`config.mk`:
```
export PLATFORM = sky130hd
export DESIGN_NAME = wbe_engine
export DESIGN_NICKNAME = d
export VERILOG_FILES = /design/src/rtl/wbe_pkg.sv /design/src/rtl/wbe_fifo.sv /design/src/rtl/wbe_rx_pack.sv /design/src/rtl/wbe_tx_unpack.sv /design/src/rtl/wbe_status.sv /design/src/rtl/wbe_engine.sv
export SDC_FILE = /design/constraint.sdc
export NUM_CORES = 1
export LEC_CHECK = 0
export BUFFER_PORTS_ARGS = -buffer_cell sky130_fd_sc_hd__buf_2
export CELL_PAD_IN_SITES_DETAIL_PLACEMENT = 1
export CELL_PAD_IN_SITES_GLOBAL_PLACEMENT = 1
export CORE_MARGIN = 10
export CORE_UTILIZATION = 48
export CTS_CLUSTER_DIAMETER = 200
export DETAILED_ROUTE_END_ITERATION = 10
export GPL_TIMING_DRIVEN = 1
export MAX_ROUTING_LAYER = met4
export PLACE_DENSITY_LB_ADDON = 0.05
export SYNTH_ARGS = -nofsm -noshare
export SYNTH_HDL_FRONTEND = slang
export SYNTH_SLANG_ARGS = --single-unit
```
`constraint.sdc`:
```
create_clock -name clk -period 5.1 [get_ports clk]
set_input_delay 1.02 -clock clk [delete_from_list [all_inputs] [get_ports clk]]
set_output_delay 1.02 -clock clk [all_outputs]
set_load 0.02 [all_outputs]
```
`src/rtl/wbe_pkg.sv`:
```
package wbe_pkg;
   localparam int ST_W        = 12;
   localparam int ST_DATA_END = 0;
   localparam int ST_BLK_END  = 1;
   localparam int ST_TX_ACT   = 2;
   localparam int ST_RX_ACT   = 3;
   localparam int ST_TX_EMPTY = 4;
   localparam int ST_RX_EMPTY = 5;
   localparam int ST_TX_AVAIL = 6;
   localparam int ST_RX_AVAIL = 7;
   localparam int ST_TX_FULL  = 8;
   localparam int ST_RX_FULL  = 9;
   localparam int ST_TX_HALF  = 10;
   localparam int ST_RX_HALF  = 11;

   localparam logic [ST_W-1:0] TX_GROUP = 12'h554;
   localparam logic [ST_W-1:0] RX_GROUP = 12'hAA8;

   typedef enum logic {DIR_TO_CARD = 1'b0, DIR_FROM_CARD = 1'b1} dir_e;
endpackage

```
`src/rtl/wbe_fifo.sv`:
```
module wbe_fifo #(
   parameter int WORD_W = 32,
   parameter int DEPTH  = 16,
   localparam int PTR_W = $clog2(DEPTH),
   localparam int CNT_W = $clog2(DEPTH + 1)
) (
   input  logic              clk,
   input  logic              rst_n,
   input  logic              push,
   input  logic [WORD_W-1:0] push_data,
   input  logic              pop,
   output logic [WORD_W-1:0] head,
   output logic [CNT_W-1:0]  level,
   output logic              push_ok,
   output logic              pop_ok
);
   logic [WORD_W-1:0] mem [DEPTH];
   logic [PTR_W-1:0]  rd_q;
   logic [PTR_W-1:0]  wr_slot;
   logic [PTR_W-1:0]  rd_next;
   logic [CNT_W-1:0]  cnt_q;

   assign push_ok = push && (cnt_q != CNT_W'(DEPTH));
   assign pop_ok  = pop && (cnt_q != '0);
   assign head    = mem[rd_q];
   assign level   = cnt_q;

   generate
      if ((DEPTH & (DEPTH - 1)) == 0) begin : g_pow2
         assign wr_slot = rd_q + cnt_q[PTR_W-1:0];
         assign rd_next = rd_q + 1'b1;
      end else begin : g_modulo
         assign wr_slot = PTR_W'((int'(rd_q) + int'(cnt_q)) % DEPTH);
         assign rd_next = (rd_q == PTR_W'(DEPTH - 1)) ? '0 : rd_q + 1'b1;
      end
   endgenerate

   always_ff @(posedge clk) begin
      if (push_ok) mem[wr_slot] <= push_data;
   end

   always_ff @(posedge clk or negedge rst_n) begin
      if (!rst_n) begin
         rd_q  <= '0;
         cnt_q <= '0;
      end else begin
         if (pop_ok) rd_q <= rd_next;
         case ({push_ok, pop_ok})
            2'b10:   cnt_q <= cnt_q + 1'b1;
            2'b01:   cnt_q <= cnt_q - 1'b1;
            default: cnt_q <= cnt_q;
         endcase
      end
   end

   p_level_bound_r10: assert property (@(posedge clk) disable iff (!rst_n)
      cnt_q <= CNT_W'(DEPTH));
   p_full_push_dropped_r10: assert property (@(posedge clk) disable iff (!rst_n)
      (push && cnt_q == CNT_W'(DEPTH) && !pop) |=> cnt_q == CNT_W'(DEPTH));
   p_both_level_kept_r12: assert property (@(posedge clk) disable iff (!rst_n)
      (push_ok && pop_ok) |=> $stable(cnt_q));
endmodule

```
`src/rtl/wbe_rx_pack.sv`:
```
module wbe_rx_pack #(
   parameter int WORD_W = 32,
   parameter int BYTE_W = 8,
   localparam int LANES  = WORD_W / BYTE_W,
   localparam int LANE_W = $clog2(LANES)
) (
   input  logic              clk,
   input  logic              rst_n,
   input  logic              clr,
   input  logic              fire,
   input  logic [BYTE_W-1:0] byte_in,
   input  logic              last_byte,
   output logic              word_push,
   output logic [WORD_W-1:0] word_out
);
   logic [WORD_W-1:0] acc_q;
   logic [LANE_W-1:0] lane_q;
   logic [WORD_W-1:0] merged;

   always_comb begin
      merged = acc_q;
      merged[int'(lane_q)*BYTE_W +: BYTE_W] = byte_in;
   end

   assign word_push = fire && (last_byte || lane_q == LANE_W'(LANES - 1));
   assign word_out  = merged;

   always_ff @(posedge clk or negedge rst_n) begin
      if (!rst_n) begin
         acc_q  <= '0;
         lane_q <= '0;
      end else if (clr || word_push) begin
         acc_q  <= '0;
         lane_q <= '0;
      end else if (fire) begin
         acc_q  <= merged;
         lane_q <= lane_q + 1'b1;
      end
   end

   p_fresh_word_r3: assert property (@(posedge clk) disable iff (!rst_n)
      word_push |=> (lane_q == '0 && acc_q == '0));
endmodule

```
`src/rtl/wbe_tx_unpack.sv`:
```
module wbe_tx_unpack #(
   parameter int WORD_W = 32,
   parameter int BYTE_W = 8,
   localparam int LANES = WORD_W / BYTE_W,
   localparam int REM_W = $clog2(LANES + 1)
) (
   input  logic              clk,
   input  logic              rst_n,
   input  logic              clr,
   input  logic              en,
   input  logic              fifo_empty,
   input  logic [WORD_W-1:0] head,
   input  logic              ready,
   output logic              valid,
   output logic [BYTE_W-1:0] byte_out,
   output logic              pop
);
   logic [WORD_W-1:0] shr_q;
   logic [REM_W-1:0]  rem_q;
   logic              fire;

   assign valid    = en && (rem_q != '0 || !fifo_empty);
   assign byte_out = (rem_q != '0) ? shr_q[BYTE_W-1:0] : head[BYTE_W-1:0];
   assign fire     = valid && ready;
   assign pop      = fire && rem_q == '0;

   always_ff @(posedge clk or negedge rst_n) begin
      if (!rst_n) begin
         shr_q <= '0;
         rem_q <= '0;
      end else if (clr) begin
         shr_q <= '0;
         rem_q <= '0;
      end else if (fire) begin
         if (rem_q == '0) begin
            shr_q <= head >> BYTE_W;
            rem_q <= REM_W'(LANES - 1);
         end else begin
            shr_q <= shr_q >> BYTE_W;
            rem_q <= rem_q - 1'b1;
         end
      end
   end

   p_rem_bound_r6: assert property (@(posedge clk) disable iff (!rst_n)
      rem_q <= REM_W'(LANES - 1));
endmodule

```
`src/rtl/wbe_status.sv`:
```
module wbe_status
   import wbe_pkg::*;
#(
   parameter int DEPTH = 16,
   localparam int CNT_W = $clog2(DEPTH + 1)
) (
   input  logic             clk,
   input  logic             rst_n,
   input  logic             clr,
   input  logic             busy,
   input  logic             dir_rx,
   input  logic             cnt_zero,
   input  logic [CNT_W-1:0] level,
   output logic [ST_W-1:0]  status
);
   logic            done_q;
   logic            show;
   logic [ST_W-1:0] raw;

   assign show = busy && !(cnt_zero && level == '0);

   always_comb begin
      raw = '0;
      raw[ST_TX_ACT]   = show;
      raw[ST_RX_ACT]   = show;
      raw[ST_TX_EMPTY] = show && level == '0;
      raw[ST_RX_EMPTY] = show && level == '0;
      raw[ST_TX_AVAIL] = show && level != '0;
      raw[ST_RX_AVAIL] = show && level != '0;
      raw[ST_TX_FULL]  = show && level == CNT_W'(DEPTH);
      raw[ST_RX_FULL]  = show && level == CNT_W'(DEPTH);
      raw[ST_TX_HALF]  = show && level <= CNT_W'(DEPTH / 2);
      raw[ST_RX_HALF]  = show && level >= CNT_W'(DEPTH / 2);
      status = raw & (dir_rx ? RX_GROUP : TX_GROUP);
      status[ST_DATA_END] = done_q;
      status[ST_BLK_END]  = done_q;
   end

   always_ff @(posedge clk or negedge rst_n) begin
      if (!rst_n)      done_q <= 1'b0;
      else if (clr)    done_q <= 1'b0;
      else if (busy && cnt_zero) done_q <= 1'b1;
   end

   p_one_group_r9: assert property (@(posedge clk) disable iff (!rst_n)
      !(|(status & RX_GROUP) && |(status & TX_GROUP)));
   p_done_sticky_r7: assert property (@(posedge clk) disable iff (!rst_n)
      (done_q && !clr) |=> done_q);
endmodule

```
`src/rtl/wbe_engine.sv`:
```
module wbe_engine
   import wbe_pkg::*;
#(
   parameter int WORD_W = 32,
   parameter int BYTE_W = 8,
   parameter int DEPTH  = 16,
   parameter int LEN_W  = 16,
   localparam int CNT_W = $clog2(DEPTH + 1)
) (
   input  logic              clk,
   input  logic              rst_n,
   input  logic              start,
   input  logic              dir_rx,
   input  logic [LEN_W-1:0]  len,
   output logic              busy,
   output logic [LEN_W-1:0]  bytes_left,
   input  logic              host_push,
   input  logic [WORD_W-1:0] host_wdata,
   input  logic              host_pop,
   output logic [WORD_W-1:0] host_rdata,
   output logic              pop_err,
   input  logic              card_rdy,
   input  logic              rx_valid,
   input  logic [BYTE_W-1:0] rx_data,
   output logic              rx_ready,
   output logic              tx_valid,
   output logic [BYTE_W-1:0] tx_data,
   input  logic              tx_ready,
   output logic [ST_W-1:0]   status
);
   generate
      if (WORD_W % BYTE_W != 0 || WORD_W / BYTE_W < 2) begin : g_bad_lanes
         $error("WORD_W must hold at least two whole bytes");
      end
      if (DEPTH < 2) begin : g_bad_depth
         $error("DEPTH must be at least 2");
      end
   endgenerate

   dir_e             dir_q;
   logic             busy_q;
   logic [LEN_W-1:0] cnt_q;
   logic             err_q;
   logic             cnt_zero;
   logic             act_rx;
   logic             act_tx;
   logic             rx_fire;
   logic             tx_fire;

   logic              f_push;
   logic [WORD_W-1:0] f_wdata;
   logic              f_pop;
   logic [WORD_W-1:0] f_head;
   logic [CNT_W-1:0]  f_level;
   logic              f_push_ok;
   logic              f_pop_ok;
   logic              f_empty;
   logic              f_full;

   logic              pk_push;
   logic [WORD_W-1:0] pk_word;
   logic              up_pop;

   assign cnt_zero = cnt_q == '0;
   assign act_rx   = busy_q && dir_q == DIR_FROM_CARD;
   assign act_tx   = busy_q && dir_q == DIR_TO_CARD;
   assign f_empty  = f_level == '0;
   assign f_full   = f_level == CNT_W'(DEPTH);

   assign rx_ready = act_rx && card_rdy && !cnt_zero && !f_full;
   assign rx_fire  = rx_valid && rx_ready;
   assign tx_fire  = tx_valid && tx_ready;

   assign f_push  = (dir_q == DIR_FROM_CARD) ? pk_push : host_push;
   assign f_wdata = (dir_q == DIR_FROM_CARD) ? pk_word : host_wdata;
   assign f_pop   = (dir_q == DIR_FROM_CARD) ? host_pop : up_pop;

   assign host_rdata = (dir_q == DIR_FROM_CARD && !f_empty) ? f_head : '0;
   assign busy       = busy_q;
   assign bytes_left = cnt_q;
   assign pop_err    = err_q;

   wbe_fifo #(.WORD_W(WORD_W), .DEPTH(DEPTH)) u_fifo (
      .clk(clk), .rst_n(rst_n),
      .push(f_push), .push_data(f_wdata), .pop(f_pop),
      .head(f_head), .level(f_level), .push_ok(f_push_ok), .pop_ok(f_pop_ok)
   );

   wbe_rx_pack #(.WORD_W(WORD_W), .BYTE_W(BYTE_W)) u_pack (
      .clk(clk), .rst_n(rst_n), .clr(start), .fire(rx_fire),
      .byte_in(rx_data), .last_byte(cnt_q == LEN_W'(1)),
      .word_push(pk_push), .word_out(pk_word)
   );

   wbe_tx_unpack #(.WORD_W(WORD_W), .BYTE_W(BYTE_W)) u_unpack (
      .clk(clk), .rst_n(rst_n), .clr(start), .en(act_tx && !cnt_zero),
      .fifo_empty(f_empty), .head(f_head), .ready(tx_ready),
      .valid(tx_valid), .byte_out(tx_data), .pop(up_pop)
   );

   wbe_status #(.DEPTH(DEPTH)) u_status (
      .clk(clk), .rst_n(rst_n), .clr(start), .busy(busy_q),
      .dir_rx(dir_q == DIR_FROM_CARD), .cnt_zero(cnt_zero),
      .level(f_level), .status(status)
   );

   always_ff @(posedge clk or negedge rst_n) begin
      if (!rst_n) begin
         dir_q  <= DIR_TO_CARD;
         busy_q <= 1'b0;
         cnt_q  <= '0;
         err_q  <= 1'b0;
      end else if (start) begin
         dir_q  <= dir_rx ? DIR_FROM_CARD : DIR_TO_CARD;
         busy_q <= 1'b1;
         cnt_q  <= len;
         err_q  <= 1'b0;
      end else begin
         if (cnt_zero && f_empty) busy_q <= 1'b0;
         if (rx_fire || tx_fire)  cnt_q  <= cnt_q - 1'b1;
         if (host_pop && dir_q == DIR_FROM_CARD && f_empty) err_q <= 1'b1;
      end
   end

   p_zero_holds_r5: assert property (@(posedge clk) disable iff (!rst_n)
      (cnt_zero && !start) |=> cnt_zero);
   p_rx_push_lands_r3: assert property (@(posedge clk) disable iff (!rst_n)
      pk_push |-> f_push_ok);
   p_tx_pop_lands_r6: assert property (@(posedge clk) disable iff (!rst_n)
      up_pop |-> f_pop_ok);
   p_busy_fall_r7: assert property (@(posedge clk) disable iff (!rst_n)
      $fell(busy_q) |-> $past(cnt_zero && f_empty));
   p_err_sticky_r10: assert property (@(posedge clk) disable iff (!rst_n)
      (err_q && !start) |=> err_q);
   p_no_rx_when_full_r4: assert property (@(posedge clk) disable iff (!rst_n)
      f_full |-> !rx_ready);
endmodule

```
---- Word-level counts from Yosys, hierarchy flattened ----
Memories as Yosys holds them, arrays and structs flattened.
Cells that the tools add are included.
storage, ports and cells
  flip-flop bits (word level) ............. 98
  bits in writable memories ............... 512
  bits of input ports ..................... 65
  output and inout port bits .............. 72
  logic and storage cells ................. 105
  memories ................................ 1
memories
  memory      words  width  read ports  clocked after memory_dff  write ports  RTL line        RTL
  u_fifo.mem  16     32     1           0                         1            wbe_fifo.sv:17  logic [WORD_W-1:0] mem [DEPTH];
operators by class
  add/sub/neg operators ................... 8
  order comparisons ....................... 2
  equal/unequal tests ..................... 6
  shift-type cells ........................ 2
  multiplexer cells ....................... 29
  bitwise logic cells ..................... 2
  reduce and logical (&&, ||, !) cells .... 44
operators by type and width
  kind                                                                     count
  32-bit 2-to-1 mux                                                        6
  5-bit negation with 33-bit output                                        1
  8-bit by 33-bit variable shift with 32-bit output, first input constant  1
  8-bit by 33-bit variable part select with 32-bit output                  1
  32-bit bitwise mux                                                       1
  16-bit 2-to-1 mux                                                        2
  1-bit logical AND                                                        24
  24-bit 2-to-1 mux                                                        1
  16-bit by 1-bit equality test with 1-bit output, second input constant   1
  16-bit zero test                                                         1
  16-bit by 1-bit subtractor with 16-bit output, second input constant     1
  2-bit nonzero test                                                       7
  12-bit bitwise AND                                                       1
  12-bit 2-to-1 mux                                                        1
  1-bit 2-to-1 mux                                                         11
  5-bit one-hot mux with 2 select lines                                    1
  3-bit 2-to-1 mux                                                         3
  8-bit 2-to-1 mux                                                         1
  5-bit by 1-bit adder with 5-bit output, second input constant            1
  5-bit equality test, second input constant                               1
  5-bit by 4-bit >= comparator with 1-bit output, second input constant    1
  5-bit by 4-bit <= comparator with 1-bit output, second input constant    1
  5-bit zero test                                                          1
  5-bit inequality test, second input constant                             1
  14 further kinds                                                         22

---- Logic depth before layout (Yosys ltp) ----
Gate-level depths: netlist (run 1).
  word-level depth ........................ 10
  gate-level depth with buffers ........... 16
  gate-level depth less buffers ........... 14

---- Modules after synthesis ----
A second synthesis (run 1) with hierarchy kept.
unflattened totals
  cells, all modules ...................... 1500
  area, all modules ....................... 25514.5 um2
by module, submodules not included
  module         times used  cells an instance  area an instance (um2)  seq. area each (um2)
  wbe_fifo       1           1004               20290.7                 15600.0
  wbe_engine     1           209                1844.3                  475.5
  wbe_rx_pack    1           160                1769.2                  850.8
  wbe_tx_unpack  1           103                1441.4                  675.6
  wbe_status     1           24                 168.9                   25.0

---- Least setup slack after synthesis (run 1) ----
No wires, ideal clock.
  path type ............................... in2reg
  start ................................... in rx_valid
  end ..................................... mem u_fifo.mem[10][0] (enable)
  setup time .............................. 0.501 ns
  arrival time ............................ 5.056 ns
  required time ........................... 4.599 ns
  setup slack ............................. -0.457 ns
  stages on the path ...................... 6
  path buffers ............................ 1
  cells stage by stage .................... nand3_1 -> a31oi_4 -> and3_1 -> buf_6 -> a32oi_4 -> nor4_1
on the way
  cells in the longest elaborated chain, start to end .. 6
ends and longest elaborated chain
  item                                    RTL line           RTL
  from (decl)                             wbe_engine.sv:23   input logic rx_valid,
  1-bit logical AND                       wbe_engine.sv:71   assign rx_fire = rx_valid && rx_ready;
  1-bit logical AND                       wbe_rx_pack.sv:25  assign word_push = fire && (last_byte || lane_q == LANE_W'(LANES - 1));
  1-bit 2-to-1 mux                        wbe_engine.sv:74   assign f_push = (dir_q == DIR_FROM_CARD) ? pk_push : host_push;
  1-bit logical AND                       wbe_fifo.sv:23     assign push_ok = push && (cnt_q != CNT_W'(DEPTH));
  1-bit 2-to-1 mux                        wbe_fifo.sv:39     if (push_ok) mem[wr_slot] <= push_data;
  1-bit 2-to-1 mux (not written as such)  wbe_fifo.sv:39
  to (decl)                               wbe_fifo.sv:17
No other way between the ends.

---- Worst setup path in the final report (run 1) ----
  start ................................... reg cnt_q[0], in the netlist bytes_left[0]
  end ..................................... reg u_fifo.cnt_q[4], in the netlist u_fifo.level[4]
on the way
  cells in the longest elaborated chain, start to end .. 10
  elaborated cells on any way between the ends .. 20
  classes of those cells .................. eq/ne: 3; mux: 3; reduce/logical: 14
ends and longest elaborated chain
  item                                                                                   RTL line                                RTL
  from (decl)                                                                            wbe_engine.sv:42                        logic [LEN_W-1:0] cnt_q;
  from (signal assigned)                                                                 wbe_engine.sv:116                       cnt_q <= len;
  from (signal assigned)                                                                 wbe_engine.sv:120                       if (rx_fire || tx_fire) cnt_q <= cnt_q - 1'b1;
  16-bit zero test                                                                       wbe_engine.sv:64                        assign cnt_zero = cnt_q == '0;
  1-bit zero test                                                                        wbe_engine.sv:70, wbe_engine.sv:96
  1-bit logical AND (on tied branches)                                                   wbe_engine.sv:96, wbe_engine.sv:70
  1-bit logical AND (on tied branches)                                                   wbe_tx_unpack.sv:22, wbe_engine.sv:70
  1-bit logical AND (on tied branches)                                                   wbe_tx_unpack.sv:24, wbe_engine.sv:71
  1-bit logical AND (on tied branches)                                                   wbe_tx_unpack.sv:25, wbe_rx_pack.sv:25
  1-bit 2-to-1 mux (on tied branches)                                                    wbe_engine.sv:76, wbe_engine.sv:74
  1-bit logical AND (on tied branches)                                                   wbe_fifo.sv:24, wbe_fifo.sv:23
  2-bit by 1-bit equality test with 1-bit output or 2-bit equality test (tied branches)  wbe_fifo.sv:48                          case ({push_ok, pop_ok})
  5-bit one-hot mux with 2 select lines or 2-bit nonzero test (tied branches)            -
  to (signal assigned)                                                                   wbe_fifo.sv:49                          2'b10: cnt_q <= cnt_q + 1'b1;
  to (signal assigned)                                                                   wbe_fifo.sv:50                          2'b01: cnt_q <= cnt_q - 1'b1;
  to (signal assigned)                                                                   wbe_fifo.sv:51                          default: cnt_q <= cnt_q;
  to (decl)                                                                              wbe_fifo.sv:21                          logic [CNT_W-1:0] cnt_q;
Several ways; a longest one is shown, not always the timed one.
A chain may end at the register's enable or synchronous reset.

==> flow_metrics.tcl, run 1 <==
set metrics [dict create \
    status "complete, no violations" \
    grt_pass1_wl_um 102000 \
    synthXorXnorAreaFrac_pct 0.634 \
    route.detailed.drc 0 \
    initial_core_util_pct 48.5 \
    yosys-mux-area-fraction_pct 12.4 \
    nets 1650 \
    skew_ps 24.0 \
    clock_sinks 602 \
    setup_slack_ps 630 \
    cts_setup_buffers 0 \
    power_density_nw_per_um2 582 \
    synthSimpleGateAreaFrac_pct 5.47 \
    worst_pin_slew_ps 1270 \
    critPathLaunchType "flip-flop" \
    ys_ff_latch 602 \
    die_area_um2 61300 \
    drt_wl_total_um 69300 \
    clk_path_buf_depth 3 \
    yosysWarnings 0 \
    synth_edf_count 512 \
    synth_nets 1477 \
    rr_endpoint "u_fifo.level[4]" \
    regArea_um2 17600 \
    clkLatencyLatePin_ps 610 \
    diodes 0 \
    core_region_area_um2 51300 \
    grt_pass1_vias 15100 \
    dpl.hpwl_um 41600 \
    numCtsBuffers 66 \
    rr_worst_depth 14 \
    p_leak_nw 9.97 \
    hp-class "reg2reg" \
    period_needed_ps 4470 \
    clk_pin_slew_ps 60 \
    drv_cap 0 \
    grt_use_total_pct 23.7 \
    max-vdd-ir-drop_mv 0.327 \
    final-max-slew-violation-count 0 \
    pre_cts_ws_ps 592 \
    r2r_start "bytes_left[0]" \
    dieWidth_um 248 \
    htreeDepth 3 \
    rsz0062_at_grt "false" \
    synthCells 1392 \
    wl_per_cell_um 30.2 \
    cts_root_buf "clkbuf_16" \
    worstHoldEndpoint "pop_err" \
    synth-seq-area-share_pct 70.9 \
    io_pins 137 \
    synth_flop_cell "edfxtp_1" \
    ant_nets 0 \
    drtIter0Drc 1241 \
    antenna_found_initial 0 \
    rrSetupSlack_ps 630 \
    multi_input_area_um2 6870 \
    vias 14000 \
    synth-async-reset-ratio_pct 15.0 \
    layout_common_cells "edfxtp_1, nor2_1, buf_2, mux4_2, dfrtp_1" \
    min_period_over_period_pct 87.6 \
    hold_buffers 0 \
    crit_type "reg2reg" \
    finalPower_mw 16.7 \
    layout-drive-gt1-share_pct 30.0 \
    final_hold_viol_count 0 \
    tns_ps 0 \
    synthAdderAreaFrac_pct 1.07 \
    rows 83 \
    drtPass1Iterations 7 \
    gp_congestion 0.784 \
    synth_area_um2 24900 \
    chipHeight_um 248 \
    n_fill_cell 4693 \
    cts_resized 0 \
    cp.required_ps 5620 \
    synth-compound-area-share_pct 7.56 \
    syn_avg_cell_area_um2 17.9 \
    holdPathStages 2 \
    ys_types 63 \
    crit_fanout 19 \
    slew-limit-headroom_pct 15.2 \
    endpoint_kind "flip-flop" \
    synth_top_family_by_area "multiplexers" \
    area_delta_synth_final_pct 15.7 \
    cts_tree "yes" \
    grt_start_max_net_pins 60 \
    min_from "pop_err" \
    portBuffers 136 \
    fmax_ghz 0.224 \
    via_per_inst 6.12 \
    cp.arrival_ps 4990 \
    setup_viol 0 \
    final_common_cell "edfxtp_1" \
    grt_overflow 0 \
]
==> flip-flops by register name (all words and copies together) (netlist names) <==
| register | cells |
|---|---|
| u_fifo.mem | 512 |
| u_status.done_q | 1 |
| u_unpack.shr_q | 24 |
| u_fifo.rd_q | 4 |
| busy | 1 |
| u_unpack.rem_q | 3 |
| pop_err | 1 |
| u_fifo.level | 5 |
| bytes_left | 16 |
| u_pack.lane_q | 2 |
| u_pack.acc_q | 32 |
| dir_q | 1 |
==> worst max-delay path by stage <==
stage,startpoint,end,cells after the start
floorplan,rx_valid,u_fifo.mem[10][0],6
global placement,bytes_left[0],u_fifo.level[4],14
detailed placement,bytes_left[0],u_fifo.level[4],14
CTS,u_fifo.rd_q[0],tx_data[4],7
global route,bytes_left[0],u_fifo.level[4],14
finish,bytes_left[0],u_fifo.level[4],14
==> critical path, cell delays in order (launching register included) <==
cell and delay, ps:
dfrtp_1 430, inv_1 120, ha_1 200, nor4b_2 370, nand4_4 370, and3_1 470, a32oi_4 780, ha_1 390
inv_1 100, fa_1 410, nor2b_1 110, o21ai_0 110, and3_1 200, nor3_1 170, xor2_1 160
==> cells by family (layout without fill, tap and decap cells) <==
family                     after synthesis  in the layout
buffers and inverters                  104            328
muxes                                  146            146
and+or+nand+nor                        288            288
DFF                                    602            602
xor gates and xnor gates                18             18
adders and majority gates               20             20
AOI/OAI and AO/OA                      214            214
==> power breakdown <==
| part | switching (mW) | leakage [nW] | internal [mW] |
|---|---|---|---|
| Sequential | 0.392 | 5.82 | 6.23 |
| Clock | 1.90 | 1.06 | 2.86 |
| Combinational | 3.28 | 3.09 | 2.09 |
==> Yosys cell counts (all sizes together), types with 3 or more instances <==
library cell,instances,area (um^2)
edfxtp,512,15400
nor2,147,552
mux4,128,2880
dfrtp,90,2250
a221oi,56,578
nand2,49,184
buf,43,282
clkbuf,41,154
o21ai,35,175
a22o,32,280
nor3,26,135
a32o,25,250
ha,18,225
inv,18,67.6
a21oi,16,110
a221o,16,160
a31oi,11,98.8
nor2b,11,68.8
xor2,10,87.6
mux2,9,101
mux2i,9,90.1
nand3,8,40.0
nor4,8,71.3
xnor2,8,70.1
or3,7,43.8
nand4,5,46.3
o2111ai,5,50.0
or3b,5,43.8
nand2b,4,25.0
nor4b,4,47.6
or4,4,30.0
and3,3,18.8
o211ai,3,37.5
o21a,3,22.5
o31ai,3,22.5
or2,3,18.8
==> metal layers <==
layer / GRT usage [%] / up-vias / wire length [um]
met4: 6.71 / 0 / 1490
met3: 4.34 / 73 / 4130
met2: 37.6 / 442 / 34300
met5: - / - / 0
met1: 31.1 / 7507 / 29400
li1: - / 6019 / -
==> metrics by stage <==
step	utilization, %	cell area, um^2	hold WS (ps)	cells
5_1_grt	56.1	28800	504	2296
4_1_cts	56.1	28800	496	2295
2_1_floorplan	-	24900	451	1392
3_3_place_gp	51.9	26600	464	2176
6_report	56.1	28800	495	2296
3_5_place_dp	51.9	26600	481	2176
==> final cells by class <==
cell class                      count  area share (%)
Clock buffer                       95            6.63
Clock inverter                     24           0.865
Inverter                           20           0.261
Multi-Input combinational cell    686            23.9
Sequential cell                   602            61.3
Tap cell                          680            2.96
Timing Repair Buffer              189            4.12
Power figures use the tool's default switching activity.
==> run 2, diff against run 1 <==
Settings changed: CORE_MARGIN 10 to 8, HOLD_SLACK_MARGIN set to 0.06.
==> run 2 against run 1 <==
  * Sequential power barely moved
  * Critical path type is now reg2out
  * Highest routed layer unchanged
  * Final cell count did not move
  * Critical endpoint is now host_rdata[24]
  * Routed wire length rose by 1.4%
==> flow_metrics.tcl, run 2 (synthesized netlist as in run 1, its figures left out) <==
set metrics [dict create \
    io_pins 137 \
    max_stage_delay_ps 800 \
    cts_resized 0 \
    status "complete, no violations" \
    setup_slack_ps 574 \
    gp_congestion 0.777 \
    hold_buffers 0 \
    route.detailed.drc 0 \
    seqPwrFrac_pct 39.9 \
    grt_pass1_wl_um 103000 \
    crit_path_cell_trace "buf_4 -> buf_4 -> mux4_2 -> a221oi_1 -> nor2_1 -> buf_2" \
    via_per_inst 6.16 \
    grt_pass1_vias 15200 \
    worst_pin_slew_ps 1320 \
    grt_start_max_net_pins 64 \
    cts_tree "yes" \
    grt_overflow 0 \
    cp.arrival_ps 3510 \
    dpl.hpwl_um 41600 \
    clk_path_buf_depth 3 \
    cts_root_buf "clkbuf_16" \
    area_delta_synth_final_pct 15.4 \
    critPathLaunchType "flip-flop" \
    antenna_found_initial 0 \
    layout_common_cells "edfxtp_1, nor2_1, buf_2, mux4_2, dfrtp_1" \
    cts_setup_buffers 0 \
    internal_power_mw 11.0 \
    drt_wl_total_um 70200 \
    largest_reg_flops 512 \
    final_common_cell "edfxtp_1" \
    period_needed_ps 4530 \
    drv_cap 0 \
    core_region_area_um2 51300 \
    cp_common_cell "buf_4" \
    die_area_um2 59400 \
    final-max-slew-violation-count 0 \
    clock_sinks 602 \
    power_density_nw_per_um2 581 \
    pre_cts_ws_ps 717 \
    numCtsBuffers 61 \
    dp_cells 2180 \
    wl_per_cell_um 30.6 \
    ant_nets 0 \
    max-vdd-ir-drop_mv 0.341 \
    nets 1648 \
    clkLatencyLatePin_ps 630 \
    crit_type "reg2out" \
    dieWidth_um 244 \
    diodes 0 \
    rows 83 \
    p_leak_nw 9.93 \
    crit_fanout 24 \
    htreeDepth 2 \
    portBuffers 136 \
    final_hold_viol_count 0 \
    top_register "u_fifo.mem" \
    cpMaxStageDelayCell "dfrtp_4" \
    hp-class "reg2reg" \
    initial_core_util_pct 48.5 \
    slew-limit-headroom_pct 11.8 \
    fin_cells 2296 \
    skew_ps 22.7 \
    fmax_ghz 0.221 \
    pwr-share-comb_pct 32.3 \
    setup_viol 0 \
    switchingPower_mw 5.62 \
    min_period_over_period_pct 88.7 \
    drtIter0Drc 1228 \
    vias 14100 \
    rsz0062_at_grt "false" \
    netSwitchingFraction_pct 33.7 \
    path_delay_family "flip-flops" \
    clk_pin_slew_ps 60 \
    endpoint_kind "output pin" \
    layout-drive-gt1-share_pct 30.7 \
    cp.required_ps 4080 \
    grt_use_total_pct 24.2 \
    top_regs "u_fifo.mem: 512 flops, u_pack.acc_q: 32 flops, u_unpack.shr_q: 24 flops" \
    drtPass1Iterations 5 \
    chipHeight_um 244 \
    crit_buf_inv 3 \
    power_frac_clock_pct 27.8 \
]
## run 2: routing by layer
metal	part of all wire (%)	vias to the layer above	wire length, um	global-route usage, %
met4	3.5	0	2460	8.06
met1	42	7524	29200	31.8
met5	0	-	0	-
met2	49	492	34500	38.7
li1	-	6007	-	-
met3	5.8	117	4040	3.88
## run 2: final timing paths
kind	from	endpoint	slack [ps]	depth (start not counted)
worst max register to register	u_fifo.level[1]	u_fifo.level[4]	830	12
worst max-delay path	u_fifo.rd_q[0]	host_rdata[24]	570	6
min in group asynchronous	rst_n	bytes_left[11]	510	1
worst min register to register	u_unpack.shr_q[16]	u_unpack.shr_q[16]	490	2
max in group asynchronous	rst_n	u_unpack.shr_q[11]	3560	2
worst min-delay path	u_unpack.shr_q[16]	u_unpack.shr_q[16]	490	2
## run 2: power by group through the flow
| stage | clock (mW) | sequential, mW | combinational, mW |
|---|---|---|---|
| after detailed placement | 0 | 6.75 | 5.43 |
| after global routing | 4.89 | 6.71 | 5.75 |
| after floorplan | 0 | 6.52 | 3.63 |
| after global placement | 0 | 6.70 | 5.37 |
| final | 4.64 | 6.64 | 5.38 |
| after CTS | 4.73 | 6.65 | 5.47 |
## run 2: stage by stage
step | setup TNS (ps) | utilization (%) | area, um^2 | hold WS, ps | power [mW]
floorplan | -58520 | - | 24900 | 451 | 10.2
global placement | 0 | 51.8 | 26600 | 469 | 12.1
detailed placement | 0 | 51.8 | 26600 | 476 | 12.2
CTS | 0 | 55.9 | 28700 | 490 | 16.8
global route | 0 | 55.9 | 28700 | 504 | 17.3
finish | 0 | 55.9 | 28700 | 485 | 16.7
## run 2: tightest hold or removal path, cell delays in order (launching register included)
cell and delay [ps]:
dfrtp_1 350, nand2_1 50, o21ai_0 60
## run 2: area by class of cell
class                           count  area [um^2]
Tap cell                          680          851
Multi-Input combinational cell    686         6870
Sequential cell                   602        17600
Clock inverter                     37          424
Fill cell                        4650        22600
Clock buffer                       79         1690
Inverter                           20         75.1
Timing Repair Buffer              192         1150
